[src/rtl/vif_gate_pkg.sv]
package vif_gate_pkg;
  localparam int unsigned IP_ADV_W = 2;
  typedef logic [IP_ADV_W-1:0] ip_adv_t;
endpackage

[src/rtl/vif_flag_ctrl.sv]
module vif_flag_ctrl
  import vif_gate_pkg::*;
(
  input  logic    clk,
  input  logic    rst_n,
  input  logic    cli_i,
  input  logic    sti_i,
  output logic    vif_o,
  output ip_adv_t ip_adv_o
);
  logic vif_q, vif_d, vif_en;

  always_comb begin
    vif_en = cli_i | sti_i;
    vif_d  = vif_q;
    if (cli_i)      vif_d = 1'b0;
    else if (sti_i) vif_d = 1'b1;
  end

  always_ff @(posedge clk or negedge rst_n) begin
    if (!rst_n)      vif_q <= 1'b0;
    else if (vif_en) vif_q <= vif_d;
  end

  assign vif_o    = vif_q;
  assign ip_adv_o = ip_adv_t'(cli_i) + ip_adv_t'(sti_i);

  // disable takes effect on the next edge
  a_r2_cli_clears: assert property (@(posedge clk) disable iff (!rst_n)
    cli_i |=> !vif_o);
  // a lone enable sets the flag on the next edge
  a_r2_sti_sets: assert property (@(posedge clk) disable iff (!rst_n)
    (sti_i && !cli_i) |=> vif_o);
endmodule

[src/rtl/vif_pend_fifo.sv]
module vif_pend_fifo #(
  parameter int unsigned DEPTH = 8,
  parameter int unsigned VEC_W = 8
) (
  input  logic             clk,
  input  logic             rst_n,
  input  logic             push_i,
  input  logic [VEC_W-1:0] din_i,
  input  logic             pop_i,
  output logic [VEC_W-1:0] head_o,
  output logic             empty_o,
  output logic             ovf_o
);
  localparam int unsigned AW = (DEPTH > 1) ? $clog2(DEPTH) : 1;
  localparam int unsigned CW = $clog2(DEPTH + 1);
  localparam logic [AW-1:0] LAST = AW'(DEPTH - 1);
  localparam logic [CW-1:0] FULL_CNT = CW'(DEPTH);

  logic [VEC_W-1:0] mem_q [DEPTH];
  logic [AW-1:0] wr_q, wr_d, rd_q, rd_d;
  logic [CW-1:0] cnt_q, cnt_d;
  logic          ovf_q, ovf_d;
  logic          full, accept, drop, pop_ok;

  always_comb begin
    full    = (cnt_q == FULL_CNT);
    empty_o = (cnt_q == '0);
    pop_ok  = pop_i & ~empty_o;
    accept  = push_i & (~full | pop_ok);
    drop    = push_i & ~accept;
    wr_d    = accept ? ((wr_q == LAST) ? '0 : wr_q + 1'b1) : wr_q;
    rd_d    = pop_ok ? ((rd_q == LAST) ? '0 : rd_q + 1'b1) : rd_q;
    cnt_d   = cnt_q + CW'(accept) - CW'(pop_ok);
    ovf_d   = ovf_q | drop;
  end

  always_ff @(posedge clk or negedge rst_n) begin
    if (!rst_n) begin
      wr_q  <= '0;
      rd_q  <= '0;
      cnt_q <= '0;
      ovf_q <= 1'b0;
    end else begin
      wr_q  <= wr_d;
      rd_q  <= rd_d;
      cnt_q <= cnt_d;
      ovf_q <= ovf_d;
    end
  end

  always_ff @(posedge clk) begin
    if (accept) mem_q[wr_q] <= din_i;
  end

  assign head_o = mem_q[rd_q];
  assign ovf_o  = ovf_q;

  // occupancy never exceeds the configured depth
  a_r8_count_bound: assert property (@(posedge clk) disable iff (!rst_n)
    cnt_q <= FULL_CNT);
  // overflow flag is sticky
  a_r8_ovf_sticky: assert property (@(posedge clk) disable iff (!rst_n)
    ovf_q |=> ovf_q);
  // a vector refused at a full queue raises overflow next cycle
  a_r8_drop_flags: assert property (@(posedge clk) disable iff (!rst_n)
    (push_i && full && !pop_i) |=> ovf_q);
  // the gate only drains a non-empty queue
  a_r6_pop_nonempty: assert property (@(posedge clk) disable iff (!rst_n)
    pop_i |-> !empty_o);
endmodule

[src/rtl/vif_gate.sv]
module vif_gate
  import vif_gate_pkg::*;
#(
  parameter int unsigned DEPTH = 8,
  parameter int unsigned VEC_W = 8
) (
  input  logic             clk,
  input  logic             rst_n,
  input  logic             guest_cli_i,
  input  logic             guest_sti_i,
  input  logic             irq_valid_i,
  input  logic [VEC_W-1:0] irq_vector_i,
  input  logic             deliver_ready_i,
  output logic             phys_if_o,
  output logic             virt_if_o,
  output logic [1:0]       ip_adv_o,
  output logic             dlv_valid_o,
  output logic [VEC_W-1:0] dlv_vector_o,
  output logic             ovf_o
);
  logic             vif;
  ip_adv_t          ip_adv;
  logic             q_empty, q_push, q_pop, bypass, can_send;
  logic [VEC_W-1:0] q_head;

  vif_flag_ctrl u_flag (
    .clk      (clk),
    .rst_n    (rst_n),
    .cli_i    (guest_cli_i),
    .sti_i    (guest_sti_i),
    .vif_o    (vif),
    .ip_adv_o (ip_adv)
  );

  always_comb begin
    can_send = vif & deliver_ready_i;
    bypass   = can_send & q_empty & irq_valid_i;
    q_pop    = can_send & ~q_empty;
    q_push   = irq_valid_i & ~bypass;
  end

  vif_pend_fifo #(.DEPTH(DEPTH), .VEC_W(VEC_W)) u_fifo (
    .clk     (clk),
    .rst_n   (rst_n),
    .push_i  (q_push),
    .din_i   (irq_vector_i),
    .pop_i   (q_pop),
    .head_o  (q_head),
    .empty_o (q_empty),
    .ovf_o   (ovf_o)
  );

  assign phys_if_o    = 1'b1;
  assign virt_if_o    = vif;
  assign ip_adv_o     = ip_adv;
  assign dlv_valid_o  = bypass | q_pop;
  assign dlv_vector_o = q_empty ? irq_vector_i : q_head;

  // nothing is delivered while the guest has interrupts masked
  a_r5_hold_when_masked: assert property (@(posedge clk) disable iff (!rst_n)
    !virt_if_o |-> !dlv_valid_o);
  // delivery only toward a ready consumer
  a_r10_ready_gate: assert property (@(posedge clk) disable iff (!rst_n)
    dlv_valid_o |-> deliver_ready_i);
endmodule

[config.mk]
export PLATFORM = sky130hd
export DESIGN_NAME = vif_gate
export DESIGN_NICKNAME = d
export VERILOG_FILES = /design/src/rtl/vif_gate_pkg.sv /design/src/rtl/vif_flag_ctrl.sv /design/src/rtl/vif_pend_fifo.sv /design/src/rtl/vif_gate.sv
export SDC_FILE = /design/constraint.sdc
export NUM_CORES = 1
export LEC_CHECK = 0
export ABC_CLOCK_PERIOD_IN_PS = 3400
export CELL_PAD_IN_SITES_DETAIL_PLACEMENT = 1
export CELL_PAD_IN_SITES_GLOBAL_PLACEMENT = 2
export CORE_MARGIN = 2
export CORE_UTILIZATION = 40
export DETAILED_ROUTE_END_ITERATION = 7
export PLACE_DENSITY = 0.82
export SLEW_MARGIN = 20
export SYNTH_ARGS = -nofsm -noshare
export SYNTH_HDL_FRONTEND = slang
export SYNTH_SLANG_ARGS = --single-unit
[constraint.sdc]
create_clock -name clk -period 3.4 [get_ports clk]
set_clock_uncertainty 0.05 [all_clocks]
set_input_delay 0.68 -clock clk [delete_from_list [all_inputs] [get_ports clk]]
set_output_delay 0.68 -clock clk [all_outputs]
set_load 0.01 [all_outputs]
## Word level (Yosys, flattened, before mapping)

Memory sizes are Yosys's and may differ from the RTL's.
Index checks and enable logic that the tools add are counted.

| storage, ports and cells | value |
|---|---|
| bits in registers | 12 |
| RAM bits | 64 |
| bits of input ports | 14 |
| logic and storage cells | 40 |
| memories kept | 1 |

| cells by class | value |
|---|---|
| add/sub/neg operators | 5 |
| eq/ne operators | 3 |
| muxes and demuxes | 7 |
| bitwise operators | 16 |
| reduce and logical (&&, ||, !) cells | 3 |

Memory list:

| name | words | bits a word | read ports | clocked after Yosys merged registers in | write ports | line | text |
|---|---|---|---|---|---|---|---|
| u_fifo.mem_q | 8 | 8 | 1 | 0 | 1 | vif_pend_fifo.sv:19 | `logic [VEC_W-1:0] mem_q [DEPTH];` |

Operators with widths:

| cell | count |
|---|---|
| $and 1x1->1 | 8 |
| $mux 8 | 1 |
| $add 3x1->3 const B | 2 |
| $eq 3x3->1 const B | 2 |
| $mux 3 | 2 |
| $add 4x1->4 | 1 |
| $eq 4x4->1 const B | 1 |
| $logic_not 4->1 | 1 |
| $mux 1 | 4 |
| $not 1->1 | 4 |
| $or 1x1->1 | 4 |
| $sub 4x1->4 | 1 |
| $add 1x1->2 | 1 |
| $reduce_and 2->1 | 1 |
| $reduce_bool 2->1 | 1 |

## Depth between registers and ports, before layout

| logic depth | value |
|---|---|
| depth in word-level cells | 9 |
| depth in mapped cells | 10 |

## Cells and area by module

Synthesis repeated with hierarchy kept, for this count alone.

| second synthesis, totals | value |
|---|---|
| cells, all modules | 182 |
| area, all modules | 3404.5 µm² |

Modules (own cells, without submodules):

| module | times used | cells an instance | area an instance (µm²) | seq. area each (µm²) |
|---|---|---|---|---|
| vif_pend_fifo | 1 | 159 | 3176.8 | 2197.1 |
| vif_gate | 1 | 16 | 161.4 | 0.0 |
| vif_flag_ctrl | 1 | 7 | 66.3 | 25.0 |

## Worst setup path before layout

OpenSTA, ideal clock, no wires.

| timing path | value |
|---|---|
| path type | input to register |
| start point | input port deliver_ready_i |
| end point | memory u_fifo.mem_q[2][0], enable pin |
| library setup time | 0.398 ns |
| arrival time | 2.034 ns |
| setup slack | 0.919 ns |
| stages | 4 |
| path buffers | 1 |
| cells stage by stage | nand2_1 -> o221ai_2 -> buf_6 -> nor4b_1 |

| between the ends | value |
|---|---|
| word-level cells in the longest chain between the ends | 8 |
| elaborated cells on any way between the ends | 11 |
| those cells by class | mux (2); bitwise (9) |

Ends and longest elaborated chain:

| element | line | text |
|---|---|---|
| start: declaration | vif_gate.sv:13 | `input logic deliver_ready_i,` |
| $and 1x1->1 (*) | vif_gate.sv:36 | `can_send = vif & deliver_ready_i;` |
| $and 1x1->1 (2 in a row) | vif_gate.sv:37 | `bypass = can_send & q_empty & irq_valid_i;` |
| $not 1->1 | vif_gate.sv:39 | `q_push = irq_valid_i & ~bypass;` |
| $and 1x1->1 | vif_gate.sv:39 |  |
| $and 1x1->1 (*) | vif_pend_fifo.sv:29 | `accept = push_i & (~full \| pop_ok);` |
| $mux 1 (*) | vif_pend_fifo.sv:52 | `if (accept) mem_q[wr_q] <= din_i;` |
| $mux 1 (implied by the code) (*) | vif_pend_fifo.sv:52 |  |
| end: declaration | vif_pend_fifo.sv:19 |  |

Every way passes the cells marked *; elsewhere a longest branch is shown, timed or not.

## Worst setup path in the final report

| timing path | value |
|---|---|
| start point | register u_fifo.rd_q[0] |
| end point | output port dlv_vector_o[3] |

| between the ends | value |
|---|---|
| word-level cells in the longest chain between the ends | 2 |

Ends and longest elaborated chain:

| element | line | text |
|---|---|---|
| start: declaration | vif_pend_fifo.sv:20 | `logic [AW-1:0] wr_q, wr_d, rd_q, rd_d;` |
| start signal: assignment | vif_pend_fifo.sv:45 | `rd_q <= rd_d;` |
| $mem_v2 8x8 | -- |  |
| $mux 8 | vif_gate.sv:57 | `assign dlv_vector_o = q_empty ? irq_vector_i : q_head;` |
| end: declaration | vif_gate.sv:18 | `output logic [VEC_W-1:0] dlv_vector_o,` |

Every way passes these cells.

==> qor.yml <==
clock_network:
  clkSinkCount: 76
  cts_hold_buf: 0
  post_cts_buffers: 0
  cts_resized: 0
  cts_root_buf: "clkbuf_8"
  clk_latency_ns: 0.35
  numCtsBuffers: 9
  ctsHtreeMaxLevel: 3
  clkTransAtPathRegs_ns: 0.08
  cts_tree: "done"
  clk_path_buf_depth: 2
critical_path:
  worstPathRequired_ns: 2.67
  path_max_fanout: 10
  slowest_stage: "clkdlybuf4s50_1"
  path_cells: "buf_4 > mux2i_1 > a22o_1 > o31ai_1 > clkdlybuf4s50_1"
  crit_arrival_ns: 2.51
  setup.worst_path.start_class: "flop"
  path_class: "reg2out"
  slowest_delay_ns: 0.62
  endpoint_kind: "output pin"
sta:
  setup_viol: 0
  min_period_over_period: 0.952
  relSlewSlack: 0.489
  finalMaxSlewViolations: 0
  grt_setup_unrepaired: "false"
  min_period_ns: 3.24
  hold_violations: 0
  tightest_slew_ns: 0.765
  setup_ws_ns: 0.164
  holdWs_ns: 0.428
  tns_ns: 0
  fmax_mhz: 309
pwr:
  p_int_mw: 2.19
  p_per_area_nw_per_um2: 830
  combPwrFrac: 0.397
  p_clk_frac: 0.203
  netSwitchingPower_mw: 1.12
  p_seq_frac: 0.401
  ir_drop_uv: 423
  leakagePower_nw: 1.48
  swShare: 0.339
synthesis:
  synth_compound_area_frac: 0.0732
  yosys.area_share.simple: 0.0443
  synth_xor_area_frac: 0.00526
  synth_top_family_by_area: "multiplexers"
  yosysSeqAreaShare: 0.667
  synth_fp_nets: 242
  synth_cell_type_count: 33
  ys_warn_count: 0
  synth_cells: 215
  yosys.area_share.adder: 0.0511
  synth_area_um2: 3330
  synth.area.mux_share: 0.124
  ys_seq_elements: 76
  avgSynthCellArea_um2: 15.5
global_route:
  grt_max_degree: 20
  gr-total-overflow: 0
  antenna_found_initial: 0
  grt_pass1_vias: 2107
  grt_pass1_wl_um: 11600
  grt.total_usage: 0.179
finish:
  layout.nets: 284
  fillers: 818
  antennaDiodeCount: 0
  fin_area_um2: 3990
  drive_above_1_share: 0.222
  syn2layout_area_growth_pct: 19.6
placed_design:
  hpwl_um: 4770
  globalplace.congestion: 0.719
  place_ws_ns: 0.508
  port_buffers: 26
  placed_area_um2: 3800
drt:
  drt_iter0_drc: 39
  ant_nets: 0
  wire_per_inst_um: 19.6
  drc: 0
  wirelength_um: 7180
  vias: 1937
  via_per_inst: 5.29
  dr.pass1.iters: 4
hold_path:
  hold_path_class: "reg2reg"
die:
  fp.dieW_um: 95.3
  initial_core_util: 0.410
  dieHeight_um: 95.3
  pin_count: 28
  core_um2: 8130
  num_rows: 33
  die_area_um2: 9080
flow_run:
  drv_cap: 0
status:
  status: "finished, final reports clean"
[critical path: cells and delay by family, from the launching register on]
family                 cells  cell delay (ns)
AOI/OAI and AO/OA          2             0.60
buffers and inverters      2             0.90
DFF                        1             0.57
muxes                      1             0.10
[Yosys cell counts]
master    count  share of area
conb_1        1         0.0011
o41ai_1       1         0.0026
nor3b_1       1         0.0023
nor2_1        4         0.0045
nor4b_1       2         0.0053
buf_6         1         0.0034
a21oi_1       2         0.0030
inv_1        14          0.016
dfrtp_1      12          0.090
mux2i_1      16          0.048
nand2b_1      2         0.0038
clkbuf_1      1         0.0011
o221ai_2      1         0.0045
nor3_1        4         0.0060
o22ai_1       8          0.015
a22o_1        8          0.021
buf_4         4         0.0090
buf_1         2         0.0023
mux2_4        1         0.0045
xor2_1        2         0.0053
edfxtp_1     64           0.58
nand2_1      11          0.012
o31ai_1       9          0.020
a211o_2       1         0.0030
mux2_2       21          0.071
ha_1         12          0.045
a21o_1        1         0.0023
nor2b_1       2         0.0038
or3b_1        1         0.0026
o21ai_0       1         0.0015
nor4_1        2         0.0038
buf_2         2         0.0030
fa_1          1         0.0060
[metal layers]
metal  vias to the layer above  wire length [µm]  GRT usage  share of wire
met5                         -                 0          0              0
li1                        902                 -          -              -
met1                      1001              3310      0.241           0.46
met4                         0               138     0.0882          0.019
met3                        10               163     0.0269          0.023
met2                        24              3570      0.283           0.50
[layout make-up]
class / count / area [µm²] / share of cell area
clock buffers: 9 / 124 / 0.0311
clock inverters: 6 / 65.1 / 0.0163
inverters: 14 / 52.6 / 0.0132
multi-input cells: 115 / 1020 / 0.255
flip-flops and latches: 76 / 2220 / 0.557
well taps: 105 / 131 / 0.0330
repair buffers: 41 / 373 / 0.0935
[registers in the layout (all words and copies together), names as in the netlist]
| register | flops |
|---|---|
| u_fifo.cnt_q | 4 |
| u_fifo.mem_q | 64 |
| u_fifo.rd_q | 3 |
| u_flag.vif_o | 1 |
| u_fifo.ovf_o | 1 |
| u_fifo.wr_q | 3 |
[power groups by stage]
stage,combinational (mW),sequential [mW],clock (mW)
finish,1.31,1.32,0.670
global route,1.45,1.35,0.721
CTS,1.33,1.33,0.686
detailed placement,1.32,1.35,0
global placement,1.29,1.33,0
floorplan,0.844,1.29,0
[cell usage in the layout, fill, tap and decap left out, types with 2 or more instances in the layout]
master,count
buf_4,15
a22o_1,8
nand2_1,11
dfrtp_1,12
mux2_2,21
edfxtp_1,64
nand2b_1,2
nor2_1,4
inv_1,14
nor2b_1,2
mux2i_1,16
nor3_1,4
clkbuf_8,9
o31ai_1,9
xor2_1,2
a21oi_1,2
ha_1,12
o22ai_1,8
clkdlybuf4s50_1,26
nor4b_2,2
clkinv_2,2
[through the flow]
| stage | power (mW) | instances | util |
|---|---|---|---|
| 2_1_floorplan | 2.13 | 215 | - |
| 4_1_cts | 3.34 | 366 | 0.490 |
| 3_3_place_gp | 2.63 | 351 | 0.467 |
| 6_report | 3.31 | 366 | 0.490 |
| 3_5_place_dp | 2.67 | 351 | 0.467 |
| 5_1_grt | 3.52 | 366 | 0.490 |
[cell families after synthesis]
family	count (synthesis)
compound gates	32
xor+xnor	2
fa+ha+maj	13
buf+inv	24
flops	76
mux	38
other cells	1
simple gates	29
[worst paths after layout]
kind	startpoint	to	slack [ns]	depth (start not counted)
hold reg to reg	u_fifo.ovf_o	u_fifo.ovf_o	0.43	2
setup / recovery	u_fifo.rd_q[0]	dlv_vector_o[3]	0.16	5
max in group asynchronous	rst_n	u_fifo.cnt_q[0]	2.26	1
setup reg to reg	u_fifo.cnt_q[2]	u_fifo.cnt_q[2]	0.93	10
hold / removal	u_fifo.ovf_o	u_fifo.ovf_o	0.43	2
min in group asynchronous	rst_n	u_fifo.rd_q[0]	0.65	1
Power figures use the tool's default switching activity.
